`src/rtl/fseq_pkg.sv`:
```
package fseq_pkg;

    localparam int ADDR_W = 14;
    localparam int DATA_W = 8;
    localparam int HI_W   = ADDR_W - DATA_W;

    typedef enum logic [1:0] {
        CYC_FETCH = 2'b00,
        CYC_CMD   = 2'b01,
        CYC_READ  = 2'b10,
        CYC_WRITE = 2'b11
    } cyc_t;

    typedef enum logic [2:0] {
        ST_OP, ST_LO, ST_HI, ST_MEM, ST_ISSUE
    } st_t;

    typedef struct packed {
        logic [1:0] nbytes;
        logic       has_mem;
        cyc_t       mem_kind;
        logic       is_xfer;
        logic       uncond;
        logic       is_rst;
    } dec_t;

    typedef struct packed {
        logic [DATA_W-1:0] op;
        logic [DATA_W-1:0] imm;
        logic [ADDR_W-1:0] tgt;
    } insn_t;

    function automatic dec_t classify(input logic [DATA_W-1:0] op);
        dec_t d;
        d          = '0;
        d.nbytes   = 2'd1;
        d.mem_kind = CYC_READ;
        unique case (op[7:6])
            2'b00: begin
                if (op[2:0] == 3'b100) begin
                    d.nbytes = 2'd2;
                end else if (op[2:0] == 3'b110) begin
                    d.nbytes = 2'd2;
                    if (op[5:3] == 3'b111) begin
                        d.has_mem  = 1'b1;
                        d.mem_kind = CYC_WRITE;
                    end
                end else if (op[2:0] == 3'b101) begin
                    d.is_rst = 1'b1;
                end
            end
            2'b01: begin
                if (op[0]) begin
                    d.has_mem  = 1'b1;
                    d.mem_kind = CYC_CMD;
                end else begin
                    d.nbytes  = 2'd3;
                    d.is_xfer = 1'b1;
                    d.uncond  = op[2];
                end
            end
            2'b10: begin
                if (op[2:0] == 3'b111) d.has_mem = 1'b1;
            end
            default: begin
                if (op[2:0] == 3'b111) begin
                    d.has_mem = 1'b1;
                end else if (op[5:3] == 3'b111) begin
                    d.has_mem  = 1'b1;
                    d.mem_kind = CYC_WRITE;
                end
            end
        endcase
        return d;
    endfunction

    function automatic logic [ADDR_W-1:0] rst_vector(input logic [DATA_W-1:0] op);
        return ADDR_W'({op[5:3], 3'b000});
    endfunction

endpackage

```
`src/rtl/fseq_decode.sv`:
```
module fseq_decode
    import fseq_pkg::*;
(
    input  logic [DATA_W-1:0] op_i,
    output dec_t              dec_o
);
    always_comb begin
        dec_o = classify(op_i);
        a_len_r4: assert (dec_o.nbytes != 2'd0)
            else $error("decoded length zero");
    end
endmodule

```
`src/rtl/fseq_cond.sv`:
```
module fseq_cond
    import fseq_pkg::*;
(
    input  logic [DATA_W-1:0] op_i,
    input  dec_t              dec_i,
    input  logic [3:0]        flags_i,
    output logic              taken_o
);
    logic flag_sel;

    always_comb begin
        flag_sel = flags_i[op_i[4:3]];
        taken_o  = dec_i.is_rst
                 | (dec_i.is_xfer & (dec_i.uncond | (flag_sel == op_i[5])));
    end
endmodule

```
`src/rtl/fseq_pc.sv`:
```
module fseq_pc
    import fseq_pkg::*;
#(
    parameter int AW = ADDR_W
) (
    input  logic          clk,
    input  logic          rst,
    input  logic          inc_i,
    input  logic          load_i,
    input  logic [AW-1:0] load_val_i,
    output logic [AW-1:0] pc_o
);
    always_ff @(posedge clk) begin
        if (rst)         pc_o <= '0;
        else if (load_i) pc_o <= load_val_i;
        else if (inc_i)  pc_o <= pc_o + 1'b1;
    end

    p_pc_hold_r5: assert property (@(posedge clk) disable iff (rst)
        (!load_i && !inc_i) |=> $stable(pc_o));

    p_pc_step_r5: assert property (@(posedge clk) disable iff (rst)
        (!load_i && inc_i) |=> (pc_o == AW'($past(pc_o) + 1'b1)));
endmodule

```
`src/rtl/insn_fetch_seq.sv`:
```
module insn_fetch_seq
    import fseq_pkg::*;
(
    input  logic              clk,
    input  logic              rst,
    input  logic              rdy_i,
    input  logic [DATA_W-1:0] data_i,
    input  logic [3:0]        flags_i,
    input  logic [ADDR_W-1:0] hl_i,
    input  logic              redir_i,
    input  logic [ADDR_W-1:0] redir_pc_i,
    output logic              wait_o,
    output logic [1:0]        cyc_type_o,
    output logic [ADDR_W-1:0] addr_o,
    output logic [ADDR_W-1:0] pc_o,
    output logic              branch_o,
    output logic              insn_valid_o,
    output logic [DATA_W-1:0] insn_op_o,
    output logic [DATA_W-1:0] insn_imm_o,
    output logic [ADDR_W-1:0] insn_tgt_o
);
    st_t               st_q;
    insn_t             rec_q;
    logic [ADDR_W-1:0] mem_addr_q;
    dec_t              dec_new, dec_cur;
    logic              hs, taken, pc_inc, pc_load;
    logic [ADDR_W-1:0] pc_val;
    st_t               after_op, after_lo;

    // Decode of the arriving opcode steers the first transition;
    // decode of the held opcode steers the rest.
    fseq_decode u_dec_new (.op_i(data_i),    .dec_o(dec_new));
    fseq_decode u_dec_cur (.op_i(rec_q.op),  .dec_o(dec_cur));

    fseq_cond u_cond (
        .op_i    (rec_q.op),
        .dec_i   (dec_cur),
        .flags_i (flags_i),
        .taken_o (taken)
    );

    assign wait_o = (st_q != ST_ISSUE);
    assign hs     = wait_o && rdy_i;

    always_comb begin
        after_op = (dec_new.nbytes != 2'd1) ? ST_LO
                 : (dec_new.has_mem ? ST_MEM : ST_ISSUE);
        after_lo = (dec_cur.nbytes == 2'd3) ? ST_HI
                 : (dec_cur.has_mem ? ST_MEM : ST_ISSUE);
    end

    // Last-byte flag: memory address captured on that edge
    logic mem_next;
    always_comb begin
        mem_next = 1'b0;
        if (hs && st_q == ST_OP && after_op == ST_MEM) mem_next = 1'b1;
        if (hs && st_q == ST_LO && after_lo == ST_MEM) mem_next = 1'b1;
    end

    always_ff @(posedge clk) begin
        if (rst) begin
            st_q       <= ST_OP;
            rec_q      <= '0;
            mem_addr_q <= '0;
        end else begin
            if (mem_next) begin
                mem_addr_q <= hl_i;
            end
            unique case (st_q)
                ST_OP: if (hs) begin
                    rec_q.op  <= data_i;
                    rec_q.imm <= '0;
                    rec_q.tgt <= '0;
                    st_q      <= after_op;
                end
                ST_LO: if (hs) begin
                    if (dec_cur.nbytes == 2'd3) rec_q.tgt[DATA_W-1:0] <= data_i;
                    else                        rec_q.imm <= data_i;
                    st_q <= after_lo;
                end
                ST_HI: if (hs) begin
                    rec_q.tgt[ADDR_W-1:DATA_W] <= data_i[HI_W-1:0];
                    st_q <= ST_ISSUE;
                end
                ST_MEM: if (hs) begin
                    if (dec_cur.mem_kind == CYC_READ) rec_q.imm <= data_i;
                    st_q <= ST_ISSUE;
                end
                default: st_q <= ST_OP;
            endcase
        end
    end

    // Program counter control
    always_comb begin
        pc_inc  = hs && (st_q == ST_OP || st_q == ST_LO || st_q == ST_HI);
        pc_load = (st_q == ST_ISSUE) && (redir_i || taken);
        if (redir_i)             pc_val = redir_pc_i;
        else if (dec_cur.is_rst) pc_val = rst_vector(rec_q.op);
        else                     pc_val = rec_q.tgt;
    end

    fseq_pc #(.AW(ADDR_W)) u_pc (
        .clk        (clk),
        .rst        (rst),
        .inc_i      (pc_inc),
        .load_i     (pc_load),
        .load_val_i (pc_val),
        .pc_o       (pc_o)
    );

    // Bus presentation
    always_comb begin
        cyc_type_o = CYC_FETCH;
        addr_o     = pc_o;
        unique case (st_q)
            ST_OP:    cyc_type_o = CYC_FETCH;
            ST_LO,
            ST_HI:    cyc_type_o = CYC_READ;
            ST_MEM: begin
                cyc_type_o = dec_cur.mem_kind;
                addr_o     = (dec_cur.mem_kind == CYC_CMD)
                           ? ADDR_W'(rec_q.op[5:1]) : mem_addr_q;
            end
            default:  cyc_type_o = CYC_FETCH;
        endcase
    end

    // Instruction record
    always_comb begin
        insn_valid_o = (st_q == ST_ISSUE);
        branch_o     = insn_valid_o && taken;
        insn_op_o    = rec_q.op;
        insn_imm_o   = rec_q.imm;
        insn_tgt_o   = dec_cur.is_rst ? rst_vector(rec_q.op) : rec_q.tgt;
    end

    p_stall_hold_r2: assert property (@(posedge clk) disable iff (rst)
        (wait_o && !rdy_i) |=> (wait_o && $stable(addr_o) && $stable(cyc_type_o)));

    p_issue_pulse_r6: assert property (@(posedge clk) disable iff (rst)
        insn_valid_o |=> !insn_valid_o);

    p_branch_in_issue_r7: assert property (@(posedge clk) disable iff (rst)
        branch_o |-> insn_valid_o);

    p_fetch_after_issue_r5: assert property (@(posedge clk) disable iff (rst)
        insn_valid_o |=> (wait_o && cyc_type_o == 2'b00 && addr_o == pc_o));
endmodule

```
`config.mk`:
```
export PLATFORM = sky130hd
export DESIGN_NAME = insn_fetch_seq
export DESIGN_NICKNAME = d
export VERILOG_FILES = /design/src/rtl/fseq_pkg.sv /design/src/rtl/fseq_decode.sv /design/src/rtl/fseq_cond.sv /design/src/rtl/fseq_pc.sv /design/src/rtl/insn_fetch_seq.sv
export SDC_FILE = /design/constraint.sdc
export NUM_CORES = 1
export LEC_CHECK = 0
export ABC_AREA = 1
export BUFFER_PORTS_ARGS = -buffer_cell sky130_fd_sc_hd__buf_2
export CAP_MARGIN = 20
export CORE_MARGIN = 2
export CORE_UTILIZATION = 48
export DETAILED_ROUTE_END_ITERATION = 8
export PLACE_DENSITY = 0.88
export SLEW_MARGIN = 15
export SYNTH_ARGS = -nofsm -noshare
export SYNTH_HDL_FRONTEND = slang
export SYNTH_SLANG_ARGS = --single-unit
```
`constraint.sdc`:
```
create_clock -name clk -period 1.6 [get_ports clk]
set_input_delay 0.4 -clock clk [delete_from_list [all_inputs] [get_ports clk]]
set_output_delay 0.4 -clock clk [all_outputs]
set_load 0.05 [all_outputs]
```
# Word level (Yosys, flattened, before mapping)
# Cells that the tools add are included.
dict set report totals {
  elab_cells 128
  mem_bits_rw 0
  output_inout_bits 63
  input_bits 44
  latch_bits 0
  mem_bits_ro 0
  memories 0
  regBits 61
}
dict set report classes {
  n_bitwise 3
  div_mod_pow 0
  n_lt_le_gt_ge 1
  shift 0
  n_mul 0
  n_eq_ne 33
  add_sub_neg 1
  n_reduce_logical 25
  muxes 58
}
# op count
set ops {}
lappend ops {{14-bit 2-to-1 mux} 6}
lappend ops {{8-bit 2-to-1 mux} 6}
lappend ops {{3-bit 2-to-1 mux} 13}
lappend ops {{3-bit == test, second input constant} 10}
lappend ops {{8-bit one-hot mux with 3 select lines} 1}
lappend ops {{22-bit 2-to-1 mux} 1}
lappend ops {{8-bit one-hot mux with 2 select lines} 1}
lappend ops {{14-bit by 1-bit adder with 14-bit output, second input constant} 1}
lappend ops {{2-bit 2-to-1 mux} 7}
lappend ops {{3-bit by 2-bit == test with 1-bit output, second input constant} 4}
lappend ops {{2-bit != test, second input constant} 6}
lappend ops {{2-bit one-hot mux with 2 select lines} 3}
lappend ops {{6-bit one-hot mux with 2 select lines} 1}
lappend ops {{1-bit 2-to-1 mux} 11}
lappend ops {{5-bit 2-to-1 mux} 2}
lappend ops {{3-bit one-hot mux with 3 select lines} 1}
lappend ops {{2-bit == test, second input constant} 4}
lappend ops {{1-bit logical AND} 8}
lappend ops {{2-bit by 1-bit == test with 1-bit output, second input constant} 3}
lappend ops {{6-bit 2-to-1 mux} 1}
lappend ops {{2-bit by 1-bit != test with 1-bit output, second input constant} 3}
lappend ops {{1-bit one-hot mux with 3 select lines} 2}
lappend ops {{2-bit one-hot mux with 3 select lines} 1}
lappend ops {{3-bit AND reduction} 2}
lappend ops {{16 further kinds} 23}

# Logic depth before layout (Yosys ltp)
# Gate-level depths: netlist (run 1).
dict set report depth {
  depth_word 11
  ltp_mapped 14
  ltp_nobuf 13
}

# Cells and area by module
# A second synthesis (run 1) with hierarchy kept.
dict set report hier_totals {
  hier_cells 662
  area_unflattened_um2 3957.5
}
# module area_each_um2 cells_each seq_area_each_um2 instances
set modules_own_cells {}
lappend modules_own_cells {insn_fetch_seq 2745.1 457 940.9 1}
lappend modules_own_cells {fseq_pc 875.8 128 280.3 1}
lappend modules_own_cells {fseq_decode 131.4 30 0.0 2}
lappend modules_own_cells {fseq_cond 73.8 17 0.0 1}

# Worst setup path before layout (run 1)
# OpenSTA, ideal clock, no wires.
dict set report synth_path {
  path_kind {flip-flop to output port}
  start {register st_q[2]}
  end {output port branch_o}
  arrival_time_ns 2.294
  t_required_ns 1.200
  setup_slack_ns -1.094
  stages_incl_launch_ff 6
  cell_sequence {dfxtp_1 inv_1 nor3_4 buf_2 inv_1 a21oi_1}
}
dict set report synth_between {
  elab_chain_cells 2
}
# item line_no
set synth_rtl {}
lappend synth_rtl {{from (decl)} insn_fetch_seq.sv:22} ;# st_t st_q;
lappend synth_rtl {{from (signal assigned)} insn_fetch_seq.sv:74} ;# st_q <= after_op;
lappend synth_rtl {{from (signal assigned)} insn_fetch_seq.sv:79} ;# st_q <= after_lo;
lappend synth_rtl {{3-bit == test} insn_fetch_seq.sv:131} ;# insn_valid_o = (st_q == ST_ISSUE);
lappend synth_rtl {{named net insn_valid_o} insn_fetch_seq.sv:17} ;# output logic insn_valid_o,
lappend synth_rtl {{1-bit logical AND} insn_fetch_seq.sv:132} ;# branch_o = insn_valid_o && taken;
lappend synth_rtl {{to (decl)} insn_fetch_seq.sv:16} ;# output logic branch_o,
# The timed path passes the listed nets, and every way through them passes these cells.

# Final worst setup path (run 1)
dict set report layout_path {
  start {register st_q[1]}
  end {output port addr_o[6]}
}
dict set report layout_between {
  elab_chain_cells 2
}
# item line_no
set layout_rtl {}
lappend layout_rtl {{3-bit by 2-bit == test with 1-bit output} insn_fetch_seq.sv:116} ;# unique case (st_q)
lappend layout_rtl {{14-bit 2-to-1 mux} insn_fetch_seq.sv:116}
lappend layout_rtl {{to (decl)} insn_fetch_seq.sv:14} ;# output logic [ADDR_W-1:0] addr_o,
# No other way between the ends.

==> flow_metrics.tcl, run 1 <==
set metrics [dict create \
    outcome "finished with violations" \
    violations "setup timing" \
    clock_latency_ns 0.37 \
    r2r-end "u_pc.pc_o[3]" \
    postLayoutSetupSlackWorst_ns -0.536 \
    start_util 0.494 \
    ys_warn_count 0 \
    hpwl_mm 9.51 \
    area_growth_pct 73.7 \
    antenna_cells 0 \
    crit_slowest_cell "dfxtp_4" \
    crit_path_start_kind "flip-flop" \
    startpoint "st_q[1]" \
    cts_tree "done" \
    max_slew_margin 0.624 \
    ys_seq_area_frac 0.322 \
    power_density_nw_per_um2 848 \
    finalSetupViolCount 79 \
    syn_inst 587 \
    grt_max_degree 33 \
    num_rows 32 \
    vias 5548 \
    fin_nets 812 \
    layout_commonest_cell "nand2_1" \
    chipHeight_um 92.9 \
    grt_pass1_wl_mm 24.2 \
    path_clk_slew_ns 0.08 \
    gp_congestion 0.924 \
    r2r_slack_ns -0.47 \
    finClkSkew_ns 0.0117 \
    final_cell_mix "nand2_1, buf_2, buf_4, inv_1, dfxtp_1" \
    hp-start "hl_i[12]" \
    finalHoldViolations 0 \
    totalPowerFinal_mw 5.59 \
    clock-sinks 61 \
    synthTopCellsByArea "dfxtp_1, nand2_1, nand3_1" \
    cts_buffer_depth 2 \
    ios 107 \
    core_area_um2 7690 \
    post-route-period-util 1.33 \
    synth_top_area_share 0.322 \
    ir_drop_v 0.000605 \
    grt_pass1_vias 4891 \
    hold_depth 3 \
    path_cells "inv_2 -> nor2_4 -> nand2_4 -> buf_4 -> a22o_4 -> buf_6" \
    drive_above_1_share 0.571 \
    drt-vias-per-instance 6.35 \
    yosysTopAreaCell "dfxtp_1" \
    synth-edff-count 0 \
    antenna_found_initial 0 \
    worstPathArrival_ns 1.74 \
    grt.total_usage 0.361 \
    ctsHtreeMaxLevel 3 \
    crit_path_end_kind "primary output" \
    rr_worst_depth 11 \
    wirelength_mm 20.8 \
    postRouteAntennaNets 0 \
    drtIter0Drc 702 \
    max_freq_ghz 0.468 \
    synth_area_um2 3790 \
    hold_class "in -> reg" \
    synth_flop_cell "dfxtp_1" \
    async_flop_share 0 \
    dieArea_um2 8630 \
    reg2reg_from "st_q[2]" \
    required_ns 1.20 \
    synth_nets 632 \
    p_leak_nw 2.93 \
    cp_slowest_stage_delay_ns 0.37 \
    cp_max_fo 5 \
    cts_buffers 9 \
    stdcell_count 874 \
    maxCapViolations 0 \
    tightest_slew_ns 0.557 \
    grt_setup_unrepaired "true" \
    io_buffers 106 \
    synth.distinct_cells 39 \
    die_width_um 92.9 \
    ctsRootBufferMaster "clkbuf_8" \
    drc_errors 0 \
    routedWlPerCell_um 23.7 \
    hold_buffers 0 \
    place_inst 833 \
    worstHoldEndpoint "mem_addr_q[12]" \
    drv_slew 0 \
    synth_seq_cells 61 \
    fin_crit_ns 2.14 \
    postSynthAreaPerCell_um2 6.46 \
    dr.pass1.iters 7 \
    critical_path_class "reg -> out" \
    grt_overflow 0 \
]
critical path: cells and delay by family (launching register included):
family / cells / cell delay [ns]
AOI/OAI and AO/OA: 1 / 0.32
and+or+nand+nor: 2 / 0.24
DFF: 1 / 0.37
buffers and inverters: 3 / 0.42
routing by layer:
metal,global-route usage,vias to the layer above,share of wire
met2,0.583,572,0.43
met3,0.0895,224,0.12
met5,0,-,0
met4,0.249,0,0.12
met1,0.418,2500,0.33
li1,-,2252,-
logic make-up (layout without fill, tap and decap cells):
family                   after synthesis  in the layout  synth area share
XOR/XNOR                               5              5            0.0115
AO/OA/AOI/OAI                        115            115             0.165
multiplexers                           1              1           0.00264
adder cells (fa/ha/maj)                1              1           0.00330
flip-flops                            61             61             0.322
buffers and inverters                108            291             0.136
AND/OR/NAND/NOR                      296            298             0.360
cell type report:
type                    instances  area, um2
flip-flops and latches         61       1270
well taps                     102        128
clock buffers                  13        169
fillers                       372       1100
inverters                      71        350
multi-input cells             420       3010
repair inverters                2       28.8
clock inverters                 3       18.8
repair buffers                202       1620
cells in the mapped netlist, types with 2 or more instances:
cell type,n
inv_1,56
o21ai_1,13
buf_6,4
nand3_2,2
a21oi_1,46
clkbuf_1,8
inv_2,11
a22o_1,3
nand3b_1,3
dfxtp_1,61
a211oi_1,5
nand2_2,2
nand4_1,6
o21ai_0,44
nor2_2,15
clkinv_1,3
nand4_2,2
xnor2_1,2
xor2_1,3
nand2_1,139
buf_4,19
nand3_1,52
nor2_1,59
nand2_4,4
nor2_4,3
nor3_1,5
buf_2,5
through the flow:
stage / util / cell area [um2] / setup TNS [ns] / setup slack [ns] / hold slack (ns)
CTS: 0.756 / 5810 / -13.73 / -0.370 / 0.276
finish: 0.857 / 6590 / -24.74 / -0.536 / 0.266
global placement: 0.670 / 5150 / -3.61 / -0.147 / 0.447
floorplan: - / 4160 / -2.78 / -0.480 / 0.441
detailed placement: 0.670 / 5150 / -5.53 / -0.146 / 0.456
global route: 0.857 / 6590 / -26.46 / -0.546 / 0.276
timing repair:
item	CTS	global route
gates resized for setup	107	179
cloned	4	4
pin swaps	10	48
setup endpoints to repair	71	93
setup buffers	11	12
how the worst max path moves through the flow:
| stage | cells past startpoint | endpoint |
|---|---|---|
| floorplan | 5 | branch_o |
| global placement | 9 | branch_o |
| detailed placement | 9 | branch_o |
| CTS | 6 | insn_tgt_o[12] |
| global route | 9 | addr_o[1] |
| finish | 6 | addr_o[6] |
report_power, final:
| group | switching, mW | internal, mW | total, mW |
|---|---|---|---|
| logic | 1.54 | 0.830 | 2.37 |
| registers | 0.163 | 1.64 | 1.80 |
| clock network | 0.726 | 0.690 | 1.42 |
flip-flops by register name, summed over array words and instances, names as in the netlist:
name / cells
mem_addr_q: 14
rec_q: 14
st_q: 3
u_pc.pc_o: 14
insn_imm_o: 8
insn_op_o: 8
Note: power is estimated with default switching activity, not from simulation.
==> run 2: changes to the inputs <==
--- a/config.mk
+++ b/config.mk
@@ -6,8 +6,7 @@
 export NUM_CORES = 1
 export LEC_CHECK = 0
 export ABC_AREA = 1
-export BUFFER_PORTS_ARGS = -buffer_cell sky130_fd_sc_hd__buf_2
-export CAP_MARGIN = 20
+export BUFFER_PORTS_ARGS = -buffer_cell sky130_fd_sc_hd__buf_4
 export CORE_MARGIN = 2
 export CORE_UTILIZATION = 48
 export DETAILED_ROUTE_END_ITERATION = 8
@@ -16,3 +15,4 @@
 export SYNTH_ARGS = -nofsm -noshare
 export SYNTH_HDL_FRONTEND = slang
 export SYNTH_SLANG_ARGS = --single-unit
+export TNS_END_PERCENT = 1
==> flow_metrics.tcl, run 2 (synthesis gave the netlist of run 1 again) <==
set metrics [dict create \
    outcome "finished with violations" \
    violations "setup timing" \
    required_ns 1.20 \
    worstPathArrival_ns 1.70 \
    gp_congestion 0.932 \
    start_util 0.494 \
    vias 4889 \
    clock_latency_ns 0.36 \
    antenna_found_initial 0 \
    ir_drop_v 0.000535 \
    ctsHtreeMaxLevel 3 \
    grt.total_usage 0.312 \
    finalHoldViolations 0 \
    chipHeight_um 92.9 \
    finalSetupViolCount 70 \
    post-route-period-util 1.31 \
    hold_class "in -> reg" \
    layout_commonest_cell "buf_4" \
    grt_pass1_vias 4475 \
    cp_top_family "simple AND/OR/NAND/NOR gates" \
    critical_path_class "reg -> out" \
    cpMostUsedCell "inv_2" \
    top_regs "mem_addr_q (14), rec_q (14), u_pc.pc_o (14)" \
    cts_buffers 9 \
    cts_tree "done" \
    path_clk_slew_ns 0.09 \
    holdWs_ns 0.273 \
    post-place-ws_ns -0.228 \
    grt_overflow 0 \
    io_buffers 106 \
    grt_max_degree 33 \
    power_density_nw_per_um2 932 \
    fin_crit_ns 2.10 \
    max_slew_margin 0.766 \
    cts_buffer_depth 2 \
    tightest_slew_ns 0.347 \
    cp_slowest_stage_delay_ns 0.40 \
    num_rows 32 \
    fin_nets 786 \
    fin_tns_setup_ns -17.58 \
    wirelength_mm 14.7 \
    die_width_um 92.9 \
    antenna_cells 0 \
    grt_setup_unrepaired "true" \
    drv_slew 0 \
    crit_path_end_kind "primary output" \
    cp.buffers_inverters 3 \
    grt_pass1_wl_mm 21.2 \
    core_area_um2 7690 \
    drt-vias-per-instance 5.77 \
    ctsRootBufferMaster "clkbuf_8" \
    place_inst 827 \
    fin_util 0.742 \
    postRouteAntennaNets 0 \
    cp_max_fo 5 \
    finClkSkew_ns 0.0193 \
    dieArea_um2 8630 \
    drtIter0Drc 430 \
    maxCapViolations 0 \
    area_growth_pct 50.4 \
    crit_slowest_cell "dfxtp_4" \
    max_freq_ghz 0.477 \
    p_leak_nw 2.67 \
    routedWlPerCell_um 17.3 \
    drive_above_1_share 0.408 \
    ios 107 \
    final_cell_mix "buf_4, nand2_1, nand3_1, inv_1, dfxtp_1" \
    dr.pass1.iters 5 \
    crit_path_start_kind "flip-flop" \
    stdcell_count 848 \
    path_cells "inv_2 -> nor3_2 -> nand3b_1 -> o311ai_4 -> nand2_2 -> inv_2 -> buf_8" \
    clock-sinks 61 \
    drc_errors 0 \
    hpwl_mm 8.99 \
    postLayoutSetupSlackWorst_ns -0.496 \
]
==> run 2: cell count changes in the layout (fill, tap and decap cells not counted), moves of 13 or more <==
cell / previous run / this run
o21ai_4: 14 / 0
nor2_1: 21 / 44
nand3_1: 34 / 49
buf_4: 68 / 141
nand3_2: 17 / 4
nand2_1: 106 / 134
nand2_2: 23 / 4
buf_2: 82 / 0
nor2_4: 37 / 10
==> run 2: routing by layer <==
layer	share of wire	GRT usage	wire length [um]
met3	0.099	0.0610	1450
met4	0.067	0.184	980
met5	0	0	0
met1	0.36	0.374	5290
met2	0.47	0.516	6970
==> run 2: final timing paths <==
path	end	slack (ns)	from	cells past startpoint
max	cyc_type_o[0]	-0.50	insn_op_o[2]	7
min reg2reg	insn_imm_o[0]	0.47	insn_imm_o[0]	2
max reg2reg	mem_addr_q[8]	-0.32	insn_op_o[2]	12
min	mem_addr_q[3]	0.27	hl_i[3]	3
==> run 2: cell type report <==
class,count,area [um2]
Multi-Input combinational cell,418,2300
Clock buffer,12,155
Fill cell,513,1980
Clock inverter,4,70.1
Inverter,71,283
Timing Repair inverter,1,6.26
Timing Repair Buffer,179,1510
Sequential cell,61,1260
Tap cell,102,128
==> run 2: timing repair <==
action	in CTS	in global routing
pin swaps	7	6
setup buffers	2	2
cloned	1	0
gates resized for setup	85	42
hold buffers	0	0
setup endpoints to repair	69	80
==> run 2: report_power, final <==
part	switching, mW	leakage, nW	total, mW	internal (mW)
sequential	0.130	0.505	1.76	1.63
clock	0.656	0.116	1.61	0.958
combinational	1.24	2.05	1.94	0.700
==> run 2: metrics by stage <==
step                instance area, um2  power (mW)
global placement                  5040        3.44
global route                      5710        5.48
detailed placement                5040        3.47
finish                            5710        5.32
CTS                               5550        5.13
floorplan                         3830        2.86
==> run 2: worst register-to-register path, cell delays in order, from the launching register on <==
cell and delay (ns):
dfxtp_4 0.40, inv_2 0.05, nor3_2 0.16, nand3b_1 0.18, buf_4 0.18, nand3_1 0.07, nand2_1 0.07, inv_2 0.08
nand3_2 0.08, nand2_4 0.12, buf_6 0.16, o21ai_1 0.10, nor2_1 0.16
==> run 3: changes to the inputs <==
--- a/config.mk
+++ b/config.mk
@@ -10,7 +10,7 @@
 export CORE_MARGIN = 2
 export CORE_UTILIZATION = 48
 export DETAILED_ROUTE_END_ITERATION = 8
-export PLACE_DENSITY = 0.88
+export PLACE_DENSITY = 0.77
 export SLEW_MARGIN = 15
 export SYNTH_ARGS = -nofsm -noshare
 export SYNTH_HDL_FRONTEND = slang
==> flow_metrics.tcl, run 3 (synthesis gave the netlist of run 1 again) <==
set metrics [dict create \
    internal_power_mw 2.99 \
    max_slew_margin 0.611 \
    stdcell_count 853 \
    cts_buffer_depth 2 \
    drtIter0Drc 341 \
    wirelength_mm 13.0 \
    gp_congestion 0.974 \
    hpwl_mm 9.14 \
    fin_nets 791 \
    antenna_cells 0 \
    io_buffers 106 \
    pwr-share-clk 0.263 \
    critical_path_class "reg -> out" \
    outcome "finished with violations" \
    power.switching_mw 1.97 \
    top_regs "mem_addr_q (14), rec_q (14), u_pc.pc_o (14)" \
    cp_max_fo 8 \
    crit_path_end_kind "primary output" \
    pwr-share-seq 0.350 \
    path_clk_slew_ns 0.07 \
    grt_pass1_vias 4302 \
    fin_crit_ns 1.97 \
    hp-start "hl_i[0]" \
    r2r-end "u_pc.pc_o[1]" \
    crit_path_start_kind "flip-flop" \
    vias 4627 \
    place_area_um2 5060 \
    grt_max_degree 33 \
    cts_buffers 9 \
    design_area_um2 5700 \
    ctsHtreeMaxLevel 3 \
    top_layer "met4" \
    worstHoldEndpoint "mem_addr_q[0]" \
    finalSetupViolCount 61 \
    holdWs_ns 0.270 \
    dr.pass1.iters 5 \
    totalPowerFinal_mw 4.96 \
    cts_tree "done" \
    tightest_slew_ns 0.578 \
    fin_tns_setup_ns -11.69 \
    finalHoldViolations 0 \
    maxCapViolations 0 \
    rr_worst_depth 12 \
    route.met2.wl_mm 6.43 \
    required_ns 1.20 \
    grt_overflow 0 \
    wl_met1_mm 5.27 \
    fillers 589 \
    drt-vias-per-instance 5.42 \
    drc_errors 0 \
    start_util 0.494 \
    final_cell_mix "buf_4, nand2_1, dfxtp_1, inv_1, nand3_1" \
    reg2reg_from "insn_op_o[5]" \
    grt_setup_unrepaired "true" \
    ctsRootBufferMaster "clkbuf_8" \
    grt.total_usage 0.291 \
    hold_class "in -> reg" \
    finClkSkew_ns 0.00818 \
    postLayoutSetupSlackWorst_ns -0.366 \
    area_growth_pct 50.1 \
    antenna_found_initial 0 \
    layout_commonest_cell "buf_4" \
    ir_drop_v 0.000562 \
    postRouteAntennaNets 0 \
    num_rows 32 \
    fin_util 0.741 \
    post-place-ws_ns -0.202 \
    power_density_nw_per_um2 870 \
    max_freq_ghz 0.509 \
    clock-sinks 61 \
    grt_pass1_wl_mm 20.0 \
    wl_met3_um 912 \
    p_comb_frac 0.387 \
    chipHeight_um 92.9 \
    r2r_slack_ns -0.16 \
    hold_depth 3 \
    routedWlPerCell_um 15.3 \
    place_inst 832 \
    ios 107 \
    dieArea_um2 8630 \
    worstPathArrival_ns 1.57 \
    post-route-period-util 1.23 \
    hold_buffers 0 \
    drv_slew 0 \
    p_leak_nw 2.67 \
    violations "setup timing" \
    die_width_um 92.9 \
    drive_above_1_share 0.410 \
    clock_latency_ns 0.35 \
    core_area_um2 7690 \
    p_sw_frac 0.398 \
]
[run 3: changes by cell type in the layout (fill, tap and decap cells not counted), sizes merged]
| cell | previous run | this run |
|---|---|---|
| buf | 179 | 184 |
| bufinv | 2 | 0 |
| clkbuf | 12 | 11 |
| clkinvlp | 1 | 4 |
[run 3: area by class of cell]
class	instances	area, um2	share of cell area
Clock buffer	11	151	0.0266
Clock inverter	5	33.8	0.00593
Inverter	71	290	0.0509
Multi-Input combinational cell	418	2300	0.404
Sequential cell	61	1240	0.218
Tap cell	102	128	0.0224
Timing Repair Buffer	184	1540	0.271
Timing Repair inverter	1	6.26	0.00110
[run 3: power groups by stage]
stage	logic [mW]	registers, mW	clock network (mW)
after global placement	1.71	1.74	0
after CTS	1.85	1.73	1.31
after global routing	2.04	1.75	1.37
after detailed placement	1.74	1.75	0
final	1.92	1.74	1.30
after floorplan	0.967	1.90	0
[run 3: how the worst max path moves through the flow]
stage / start / depth (start not counted) / endpoint
after global placement: insn_op_o[7] / 8 / addr_o[13]
after floorplan: st_q[2] / 5 / branch_o
after detailed placement: data_i[0] / 10 / mem_addr_q[1]
after CTS: insn_op_o[0] / 7 / cyc_type_o[0]
final: insn_op_o[6] / 5 / branch_o
after global routing: st_q[1] / 8 / addr_o[4]
[run 3: timing repair]
| action | 4_1_cts | 5_1_grt |
|---|---|---|
| gates cloned | 2 | 0 |
| setup buffers | 3 | 0 |
| resized for setup | 98 | 27 |
| setup endpoints to repair | 69 | 78 |
| pin swaps | 10 | 4 |
[run 3: critical path: stages (launching register included)]
cell,delay [ns]
dfxtp_2,0.35
nor2_4,0.15
nand4_4,0.19
buf_6,0.20
a21oi_4,0.16
buf_6,0.18
[run 3: layer usage]
metal	vias to the layer above	global-route usage
li1	2200	-
met1	2149	0.362
met2	235	0.502
met3	43	0.0439
met4	0	0.115
met5	-	0
